### src/rtl/cst_pkg.sv
package cst_pkg;
  typedef enum logic [1:0] {
    ST_IDLE = 2'd0,
    ST_FLT  = 2'd1,
    ST_BUSY = 2'd2,
    ST_OSC  = 2'd3
  } st_e;

  localparam int CAUSE_W = 20;
  localparam int SUB_W   = 4;
  localparam int EXS_W   = 7;
  localparam int LIM_W   = 4;
  localparam int DW_W    = 64;
  localparam int ST_LSB  = 56;
  localparam int MQ_W    = SUB_W - 1;

  // transient causes: bits 7,8,9,12,14,17,18
  localparam logic [CAUSE_W-1:0] SOFT_MASK = 20'h65380;
endpackage

### src/rtl/cst_cause_class.sv
module cst_cause_class #(
  parameter int W = 20,
  parameter logic [W-1:0] MASK = '0
) (
  input  logic [W-1:0] cause_in,
  output logic         soft_only
);
  logic [W-1:0] hard_bits;
  always_comb begin
    hard_bits = cause_in & ~MASK;
    soft_only = (hard_bits == '0);
  end
endmodule

### src/rtl/cst_retry_ctr.sv
module cst_retry_ctr #(
  parameter int LW = 4
) (
  input  logic          clk,
  input  logic          rst_n,
  input  logic          clr,
  input  logic          inc,
  input  logic [LW-1:0] limit,
  output logic          room
);
  logic [LW-1:0] cnt;

  always_ff @(posedge clk) begin
    if (!rst_n)   cnt <= '0;
    else if (clr) cnt <= '0;
    else if (inc) cnt <= cnt + 1'b1;
  end

  assign room = (cnt < limit);

  assert_clear_zeroes_count_R2: assert property (@(posedge clk) disable iff (!rst_n)
    clr |=> (cnt == '0));
endmodule

### src/rtl/cmd_status_tracker.sv
module cmd_status_tracker
  import cst_pkg::*;
(
  input  logic                clk,
  input  logic                rst_n,
  input  logic                cmd_wr,
  input  logic [7:0]          cmd_word,
  input  logic [LIM_W-1:0]    retry_limit,
  input  logic                done_vld,
  input  logic [1:0]          done_code,
  input  logic [CAUSE_W-1:0]  done_cause,
  input  logic [SUB_W-1:0]    done_sub,
  input  logic [EXS_W-1:0]    done_exs,
  output logic [1:0]          status,
  output logic [SUB_W-1:0]    substatus,
  output logic [CAUSE_W-1:0]  cause,
  output logic [EXS_W-1:0]    exec_flags,
  output logic [MQ_W-1:0]     mq_code,
  output logic                abort_flag,
  output logic                retryable,
  output logic                retry_req,
  output logic                proto_err,
  output logic [DW_W-1:0]     status_dw
);
  st_e                 st_q;
  logic [CAUSE_W-1:0]  cause_q;
  logic [SUB_W-1:0]    sub_q;
  logic [EXS_W-1:0]    exs_q;
  logic                perr_q;
  logic                rreq_q;

  logic start_hit, take_start, take_done, busy;
  logic in_soft, held_soft, room, do_retry;
  st_e  code_e;

  always_comb begin
    busy       = (st_q == ST_BUSY);
    code_e     = st_e'(done_code);
    start_hit  = cmd_wr & cmd_word[0];
    take_start = start_hit & ~busy;
    take_done  = done_vld & busy & (code_e != ST_BUSY);
    do_retry   = take_done & (code_e == ST_FLT) & in_soft & room;
  end

  cst_cause_class #(.W(CAUSE_W), .MASK(SOFT_MASK)) u_cls_in (
    .cause_in (done_cause),
    .soft_only(in_soft)
  );

  cst_cause_class #(.W(CAUSE_W), .MASK(SOFT_MASK)) u_cls_held (
    .cause_in (cause_q),
    .soft_only(held_soft)
  );

  cst_retry_ctr #(.LW(LIM_W)) u_rctr (
    .clk  (clk),
    .rst_n(rst_n),
    .clr  (take_start),
    .inc  (do_retry),
    .limit(retry_limit),
    .room (room)
  );

  always_ff @(posedge clk) begin
    if (!rst_n) begin
      st_q    <= ST_IDLE;
      cause_q <= '0;
      sub_q   <= '0;
      exs_q   <= '0;
      perr_q  <= 1'b0;
      rreq_q  <= 1'b0;
    end else begin
      rreq_q <= do_retry;
      if (start_hit && busy) perr_q <= 1'b1;
      if (take_start) begin
        st_q    <= ST_BUSY;
        cause_q <= '0;
        sub_q   <= '0;
        exs_q   <= '0;
      end else if (take_done) begin
        cause_q <= done_cause;
        sub_q   <= done_sub;
        exs_q   <= done_exs;
        case (code_e)
          ST_IDLE: st_q <= ST_IDLE;
          ST_OSC:  st_q <= ST_OSC;
          default: st_q <= do_retry ? ST_BUSY : ST_FLT;
        endcase
      end
    end
  end

  always_comb begin
    status     = st_q;
    substatus  = sub_q;
    cause      = cause_q;
    exec_flags = exs_q;
    mq_code    = sub_q[MQ_W-1:0];
    abort_flag = sub_q[SUB_W-1];
    retryable  = (st_q == ST_FLT) & held_soft;
    retry_req  = rreq_q;
    proto_err  = perr_q;
    status_dw  = '0;
    status_dw[ST_LSB +: 2]         = st_q;
    status_dw[ST_LSB + 2 +: SUB_W] = sub_q;
  end

  assert_start_arms_slot_R2: assert property (@(posedge clk) disable iff (!rst_n)
    (cmd_wr && cmd_word[0] && status != 2'd2) |=> (status == 2'd2 && cause == '0));

  assert_busy_start_flags_R5: assert property (@(posedge clk) disable iff (!rst_n)
    (cmd_wr && cmd_word[0] && status == 2'd2 && !done_vld) |=> (proto_err && $stable(status)));

  assert_perr_sticky_R5: assert property (@(posedge clk) disable iff (!rst_n)
    proto_err |=> proto_err);

  assert_idle_done_ignored_R4: assert property (@(posedge clk) disable iff (!rst_n)
    (done_vld && status != 2'd2 && !cmd_wr) |=> ($stable(status) && $stable(cause)));

  assert_retry_keeps_busy_R7: assert property (@(posedge clk) disable iff (!rst_n)
    retry_req |-> (status == 2'd2));

  assert_retryable_only_fault_R6: assert property (@(posedge clk) disable iff (!rst_n)
    retryable |-> (status == 2'd1));
endmodule

### config.mk
export PLATFORM = sky130hd
export DESIGN_NAME = cmd_status_tracker
export DESIGN_NICKNAME = d
export VERILOG_FILES = /design/src/rtl/cst_pkg.sv /design/src/rtl/cst_cause_class.sv /design/src/rtl/cst_retry_ctr.sv /design/src/rtl/cmd_status_tracker.sv
export SDC_FILE = /design/constraint.sdc
export NUM_CORES = 1
export LEC_CHECK = 0
export BUFFER_PORTS_ARGS = -buffer_cell sky130_fd_sc_hd__buf_2
export CORE_MARGIN = 1
export CORE_UTILIZATION = 41
export DETAILED_ROUTE_END_ITERATION = 8
export PLACE_DENSITY = 0.8
export SYNTH_ARGS = -nofsm -noshare
export SYNTH_HDL_FRONTEND = slang
export SYNTH_HIERARCHICAL = 1
export SYNTH_SLANG_ARGS = --single-unit
### constraint.sdc
create_clock -name clk -period 2.45 [get_ports clk]
set_input_delay 0.1225 -clock clk [delete_from_list [all_inputs] [get_ports clk]]
set_output_delay 0.1225 -clock clk [all_outputs]
set_load 0.005 [all_outputs]
# ---- Word level (Yosys, flattened, before mapping)
# Index checks and enable logic that the tools add are counted.
dict set report word_totals {
  out_inout_bits 104
  wordCells 35
  reg_bits 39
}
dict set report classes {
  bitwise 10
  n_reduce_logical 6
  n_addsub 1
  magnitude_cmp 1
  muxes 4
  eq_ne 5
}
# op n
set op_table {}
lappend op_table {{zero test 20 bit} 2}
lappend op_table {{AND 1 bit} 8}
lappend op_table {{2-to-1 mux 2 bit} 3}
lappend op_table {{adder 4 x 1 -> 4 bit, second input constant} 1}
lappend op_table {{== test 2 x 1 -> 1 bit, second input constant} 2}
lappend op_table {{== test 2 bit, second input constant} 2}
lappend op_table {{< comparator 4 bit} 1}
lappend op_table {{one-hot mux 2 bit (2 select lines)} 1}
lappend op_table {{zero test 2 bit} 1}
lappend op_table {{!= test 2 bit, second input constant} 1}
lappend op_table {{inverter 1 bit} 2}
lappend op_table {{nonzero test 2 bit} 1}
lappend op_table {{OR reduction 2 bit} 1}
lappend op_table {{logical AND 1 bit} 1}

# ---- Longest topological paths before layout
# Gate-level depths: netlist (run 1).
dict set report depth {
  depth_word 10
  mapped_depth 9
  mapped_depth_nobuf 9
}

# ---- By module
# The synthesis (run 1) kept the hierarchy.
# module area_each_um2 n_inst cells_each
set modules_own_cells {}
lappend modules_own_cells {cmd_status_tracker 1854.3 1 232}
lappend modules_own_cells {cst_retry_ctr 245.2 1 27}
lappend modules_own_cells {cst_cause_class 30.0 2 5}

# ---- Worst setup path before layout (run 1)
# Ideal clock, no wire load.
dict set report synth_timing {
  path_type {register -> register}
  start {register u_rctr.cnt[1]}
  end {register u_rctr.cnt[3]}
  arrival_ns 1.684
  n_path_buf 0
  slack_ns 0.650
  setup_time_ns 0.116
  required_ns 2.334
  path_stages_with_launch 9
  cell_sequence {dfxtp_1 -> ha_1 -> a2111oi_2 -> or3_1 -> nand3_1 -> nor2_1 -> nand4_1 -> xor2_1 -> nor2_1}
}
dict set report synth_via {
  elab_chain_cells 2
}
# item line_no
set synth_rtl {}
lappend synth_rtl {{from (decl)} cst_retry_ctr.sv:11} ;# logic [LW-1:0] cnt;
lappend synth_rtl {{from (signal assigned)} cst_retry_ctr.sv:16} ;# else if (inc) cnt <= cnt + 1'b1;
lappend synth_rtl {{< comparator 4 bit} cst_retry_ctr.sv:19} ;# assign room = (cnt < limit);
lappend synth_rtl {{via room} cmd_status_tracker.sv:33} ;# logic in_soft, held_soft, room, do_retry;
lappend synth_rtl {{AND 1 bit} cmd_status_tracker.sv:42} ;# do_retry = take_done & (code_e == ST_FLT) & in_soft & room;
lappend synth_rtl {{via do_retry} cmd_status_tracker.sv:33}
# The timed path passes the listed nets, and every way through them passes these cells.
# A chain may end at the register's enable or synchronous reset.

# ---- Worst setup path after layout (run 1)
# Same ends and word-level chain as after synthesis.

==> results of run 1 <==
==> through the flow <==
stage,area [µm²],hold WS (ps)
after CTS,2431,56.03
after detailed placement,2336,369.7
after global routing,2431,52.40
final,2431,66.71
after global placement,2336,362.9
after floorplan,2374,244.2
==> cell families after synthesis <==
group / count (synthesis)
AO/OA/AOI/OAI: 37
XOR/XNOR: 3
multiplexers: 1
adder cells (fa/ha/maj): 7
buffers and inverters: 84
other: 1
AND/OR/NAND/NOR: 97
flip-flops: 39
==> worst paths after layout <==
kind                              start                         end  slack, ps  cells past startpoint
min                         done_exs[3]  exec_flags[3]$_SDFFE_PP0P_         70                      3
max          u_rctr/cnt[1]$_SDFFE_PP0P_  u_rctr/cnt[3]$_SDFFE_PP0P_        460                      8
min reg2reg      cause[14]$_SDFFE_PP0P_      cause[14]$_SDFFE_PP0P_        450                      2
max reg2reg  u_rctr/cnt[1]$_SDFFE_PP0P_  u_rctr/cnt[3]$_SDFFE_PP0P_        460                      8
==> metal layers <==
layer	vias up	part of all wire, %	GRT usage [%]	routed length (µm)
met5	-	0	0	0
met2	93	49	25.43	2100
li1	892	-	-	-
met3	4	7.8	4.743	337
met1	778	43	18.08	1831
met4	0	0.67	3.774	29
==> cell type report <==
class | count | share of cell area, %
clock buffers | 7 | 3.551
clock inverters | 1 | 0.3603
inverters | 6 | 0.9264
multi-input cells | 203 | 40.92
flip-flops and latches | 39 | 32.12
well taps | 70 | 3.603
repair buffers | 89 | 18.53
==> placed cells by master (no fill, tap or decap), types with 4 or more instances in the layout <==
master and n:
ha_1 7, dfxtp_1 39, conb_1 58, inv_1 6, nand2_1 65, buf_2 87, nor2_1 11, clkbuf_8 6
a21oi_1 31, nor4_1 4
==> sequential cells by signal, indices dropped and copies added, names as in the netlist <==
| register | count |
|---|---|
| status | 2 |
| proto_err | 1 |
| exec_flags | 7 |
| u_rctr/cnt | 4 |
| retry_req | 1 |
| cause | 20 |
| substatus | 4 |
==> report_power, final <==
part | leakage, µW | internal (µW) | switching (µW)
clock | 0.0000484 | 230 | 214
combinational | 0.000856 | 60.3 | 90.7
sequential | 0.000315 | 646 | 9.05
==> worst max-delay path, delay by kind of cell, from the launching register on <==
| family | cells | cell delay (ps) |
|---|---|---|
| adder cells (fa/ha/maj) | 1 | 270 |
| XOR/XNOR | 1 | 150 |
| AND/OR/NAND/NOR | 5 | 800 |
| flip-flops | 1 | 400 |
| AO/OA/AOI/OAI | 1 | 280 |
==> impl_metrics.tcl, run 1 <==
set metrics [dict create \
    ys_seq_area_share_pct 36.15 \
    arrival_ps 2180 \
    tns_ps 0 \
    die_w_um 74.58 \
    first_global_vias 1347 \
    drt_iter0_drc 81 \
    synth_flop_cell "dfxtp_1" \
    clkTransAtPathRegs_ps 80 \
    yosysMostFrequentCell "buf_4" \
    status "completed" \
    rsz0062_at_grt "no" \
    fin_skew_ps 10.82 \
    total_power_uw 1251 \
    hold_viol 0 \
    initial_core_util_pct 42.55 \
    drtPass1Iterations 6 \
    core_area_um2 5075 \
    numPortBuffers 87 \
    period_needed_ps 1995 \
    synth_top_family_by_area "buffers and inverters" \
    synth_compound_area_share_pct 10.14 \
    synth_area_um2 2160 \
    cts_buffer_depth 2 \
    diodes 0 \
    area_growth_pct 12.57 \
    crit_fanout 5 \
    gr-total-overflow 0 \
    vias 1767 \
    dp_cells 407 \
    worst_setup_path_start_kind "register" \
    routed_wl_mm 4.298 \
    synth.distinct_cells 29 \
    globalRouteTotalUtil_pct 14.88 \
    synth.top_cell.area_share_pct 36.15 \
    final_cell_count_no_fill 415 \
    p_leak_uw 0.001219 \
    synth_xor_area_share_pct 1.217 \
    clock.fmax_mhz 501.3 \
    synth_cells 269 \
    drv_cap 0 \
    synth_enable_flop_cells 0 \
    cts_tree "yes" \
    hpwl_mm 3.253 \
    core.rowCount 26 \
    grt_start_max_net_pins 33 \
    dieHeight_um 74.58 \
    yosys.area.top_type "dfxtp_1" \
    timing.critical_path.mode_cell "nor2_1" \
    cts_buffers 5 \
    cts_htree_levels 2 \
    wire_per_inst_um 10.36 \
    syn_avg_cell_area_um2 8.028 \
    cp.required_ps 2630 \
    postRouteAntennaNets 0 \
    synth_mux_area_share_pct 0.4635 \
    finalCritPeriodShare_pct 81.42 \
    cts_root_buf "clkbuf_8" \
    power.density_nw_per_um2 514.6 \
    cpPeakStageDelay_ps 400 \
    cts.sinks 39 \
    antenna_found_initial 0 \
    report.final.slew_viol_count 0 \
    grt_pass1_wl_mm 6.216 \
    seqCellArea_um2 780.7 \
    drc 0 \
    ios 153 \
    fin_ws_ps 455.1 \
    critical_path.cell_chain "ha_1 > a2111oi_2 > or3_1 > nand3_1 > nor2_1 > nand4_1 > xor2_1 > nor2_1" \
    finalCoreUtilization_pct 47.90 \
    num-fill-cells 527 \
    endpoint_kind "register" \
    synth_seq_cells 39 \
    synth-async-reset-ratio_pct 0 \
    finalSetupViolCount 0 \
    synthSimpleGateAreaFrac_pct 20.10 \
    postCtsSetupBuffers 0 \
    post_cts_resize_count 0 \
    place_congestion 0.7584 \
    worst_ir_drop_vdd_mv 0.2426 \
    viasPerCell 4.258 \
    critPathSlowestCell "dfxtp_1" \
    critPathKind "reg -> reg" \
    synth_area_leaders "dfxtp_1 36%, buf_4 26%, nand2_1 11%, a21oi_1 7.2%, ha_1 4.1%" \
    die_area_um2 5561 \
    hold_buffers 0 \
    place_worst_setup_slack_ps 473.9 \
    multi_input_area_um2 994.7 \
    synthAdderAreaFrac_pct 4.056 \
    synth_warnings 6 \
    synth_commonest_cells "74 x buf_4, 65 x nand2_1, 39 x dfxtp_1" \
    layout.nets 400 \
    drive_above_1_share_pct 29.57 \
    worstSkewPairLatency_ps 280 \
    hold_class "in -> reg" \
]
Note: power is estimated with default switching activity, not from simulation.
==> inputs of run 2 (changes only) <==
Settings changed: CORE_UTILIZATION 41 to 37, PLACE_DENSITY 0.8 to 0.76.
Clock period 2.45 ns to 1.8 ns, I/O delays scaled along.
==> run 2 against run 1 <==
Compared with the run above:
- core utilization fell by 2.5 points
- clock-buffer cell count shrank 1
- worst hold slack worse by 32 ps
- register-to-register slack got worse by 380 ps
- flip-flop and latch count unchanged
- combinational power grew 42%
- critical endpoint unchanged
- largest cell class unchanged
==> impl_metrics.tcl, run 2 (synthesis results as in run 1) <==
set metrics [dict create \
    fin_area_um2 2532 \
    first_global_vias 1478 \
    routed_wl_mm 4.540 \
    worstSkewPairLatency_ps 280 \
    fin_hold_ws_ps 34.40 \
    report.final.slew_viol_count 0 \
    finalCoreUtilization_pct 45.43 \
    hpwl_mm 3.427 \
    die_area_um2 6147 \
    critical_path.cell_chain "ha_4 > a2111oi_4 > or3_1 > nand3_2 > nor2_4 > nand4_1 > xor2_1 > nor2_1" \
    endpoint_kind "register" \
    vias 1789 \
    reg2reg_to "u_rctr/cnt[3]$_SDFFE_PP0P_" \
    drive_above_1_share_pct 32.00 \
    initial_core_util_pct 38.74 \
    cts_buffers 5 \
    reg2regPathDepth 8 \
    drtPass1Iterations 4 \
    core_area_um2 5574 \
    hold_class "in -> reg" \
    dieHeight_um 78.40 \
    min_from "done_cause[14]" \
    cts_root_buf "clkbuf_8" \
    hold_viol 0 \
    place_congestion 0.7668 \
    layout_commonest_cell "buf_2" \
    gr-total-overflow 0 \
    p_leak_uw 0.001258 \
    antenna_found_initial 0 \
    clock.fmax_mhz 580.3 \
    drv_cap 0 \
    viasPerCell 4.239 \
    wire_per_inst_um 10.76 \
    cts_tree "yes" \
    numPortBuffers 87 \
    diodes 0 \
    hold_buffers 0 \
    cts_htree_levels 2 \
    globalRouteTotalUtil_pct 14.75 \
    area_growth_pct 17.27 \
    ios 153 \
    grt_pass1_wl_mm 6.893 \
    whs_path_depth 3 \
    cpPeakStageDelay_ps 340 \
    cp.required_ps 1980 \
    status "completed" \
    fin_skew_ps 2.468 \
    cts_buffer_depth 2 \
    layout_common_cells "87 x buf_2, 65 x nand2_1, 58 x conb_1" \
    die_w_um 78.40 \
    layout.nets 405 \
    critPathKind "reg -> reg" \
    rsz0062_at_grt "yes" \
    worst_ir_drop_vdd_mv 0.4486 \
    r2r_slack_ps 80 \
    clkTransAtPathRegs_ps 80 \
    cts.sinks 39 \
    crit_fanout 5 \
    period_needed_ps 1723 \
    postRouteAntennaNets 0 \
    largest_reg_flops 20 \
    critPathSlowestCell "dfxtp_2" \
    drc 0 \
    grt_start_max_net_pins 33 \
    reg2reg_from "u_rctr/cnt[1]$_SDFFE_PP0P_" \
    worst_setup_path_start_kind "register" \
    final_cell_count_no_fill 422 \
    arrival_ps 1900 \
    finalSetupViolCount 0 \
    dp_cells 413 \
    placedInstanceArea_um2 2371 \
    drt_iter0_drc 58 \
    power.density_nw_per_um2 735.6 \
    hold_path_end "cause[14]$_SDFFE_PP0P_" \
    finalCritPeriodShare_pct 95.73 \
    core.rowCount 27 \
]
==> run 2: cell types whose count changed in the layout (fill, tap and decap cells not counted), sizes merged <==
cell,previous run,this run
buf,89,94
bufinv,0,1
clkbuf,7,6
==> run 2: cell type report <==
type / count / area, µm²
clock inverter: 2 / 35.03
tap: 72 / 90.09
multi-input combinational: 203 / 1032
fill: 582 / 3042
timing repair buffer: 94 / 488.0
inverter: 6 / 22.52
sequential: 39 / 782.0
clock buffer: 6 / 82.58
==> run 2: where the power goes <==
| part | internal [µW] | switching [µW] | total, µW |
|---|---|---|---|
| Clock | 449 | 308 | 757 |
| Combinational | 86.7 | 127 | 214 |
| Sequential | 879 | 12.8 | 892 |
| Total | 1410 | 448 | 1860 |
==> run 2: how the worst max path moves through the flow <==
stage                                           from                    endpoint  slack (ps)  depth (start not counted)
final                     u_rctr/cnt[1]$_SDFFE_PP0P_  u_rctr/cnt[3]$_SDFFE_PP0P_          80                          8
after global routing      u_rctr/cnt[1]$_SDFFE_PP0P_  u_rctr/cnt[3]$_SDFFE_PP0P_         -80                          8
after CTS                 u_rctr/cnt[1]$_SDFFE_PP0P_  u_rctr/cnt[3]$_SDFFE_PP0P_          10                          8
after detailed placement  u_rctr/cnt[1]$_SDFFE_PP0P_  u_rctr/cnt[3]$_SDFFE_PP0P_         -50                          8
after global placement    u_rctr/cnt[1]$_SDFFE_PP0P_  u_rctr/cnt[3]$_SDFFE_PP0P_          40                          8
after floorplan           u_rctr/cnt[1]$_SDFFE_PP0P_  u_rctr/cnt[3]$_SDFFE_PP0P_          80                          8
==> run 2: through the flow <==
step | worst slack (ps) | total power [µW] | TNS [ps]
finish | 76.90 | 1863 | 0
floorplan | 79.39 | 1127 | 0
global route | -76.85 | 1965 | -81.46
CTS | 11.99 | 1888 | 0
global placement | 44.96 | 1118 | 0
detailed placement | -46.02 | 1120 | -46.02
==> run 2: critical path, delay by kind of cell, from the launching register on <==
| family | cells | cell delay [ps] |
|---|---|---|
| simple gates | 5 | 570 |
| flops | 1 | 340 |
| compound gates | 1 | 330 |
| fa+ha+maj | 1 | 220 |
| xor+xnor | 1 | 170 |
==> run 2: timing repair <==
item                       in CTS  in global routing
pin swaps                       2                  7
setup buffers                   1                  0
gates resized for setup         2                  3
setup endpoints to repair       2                  3
==> run 2: layer usage <==
metal	GRT usage, %	vias up	wire length, µm
met5	0	-	0
met4	7.593	0	79
met3	4.419	6	328
met2	25.70	85	2216
met1	16.10	798	1915
li1	-	900	-
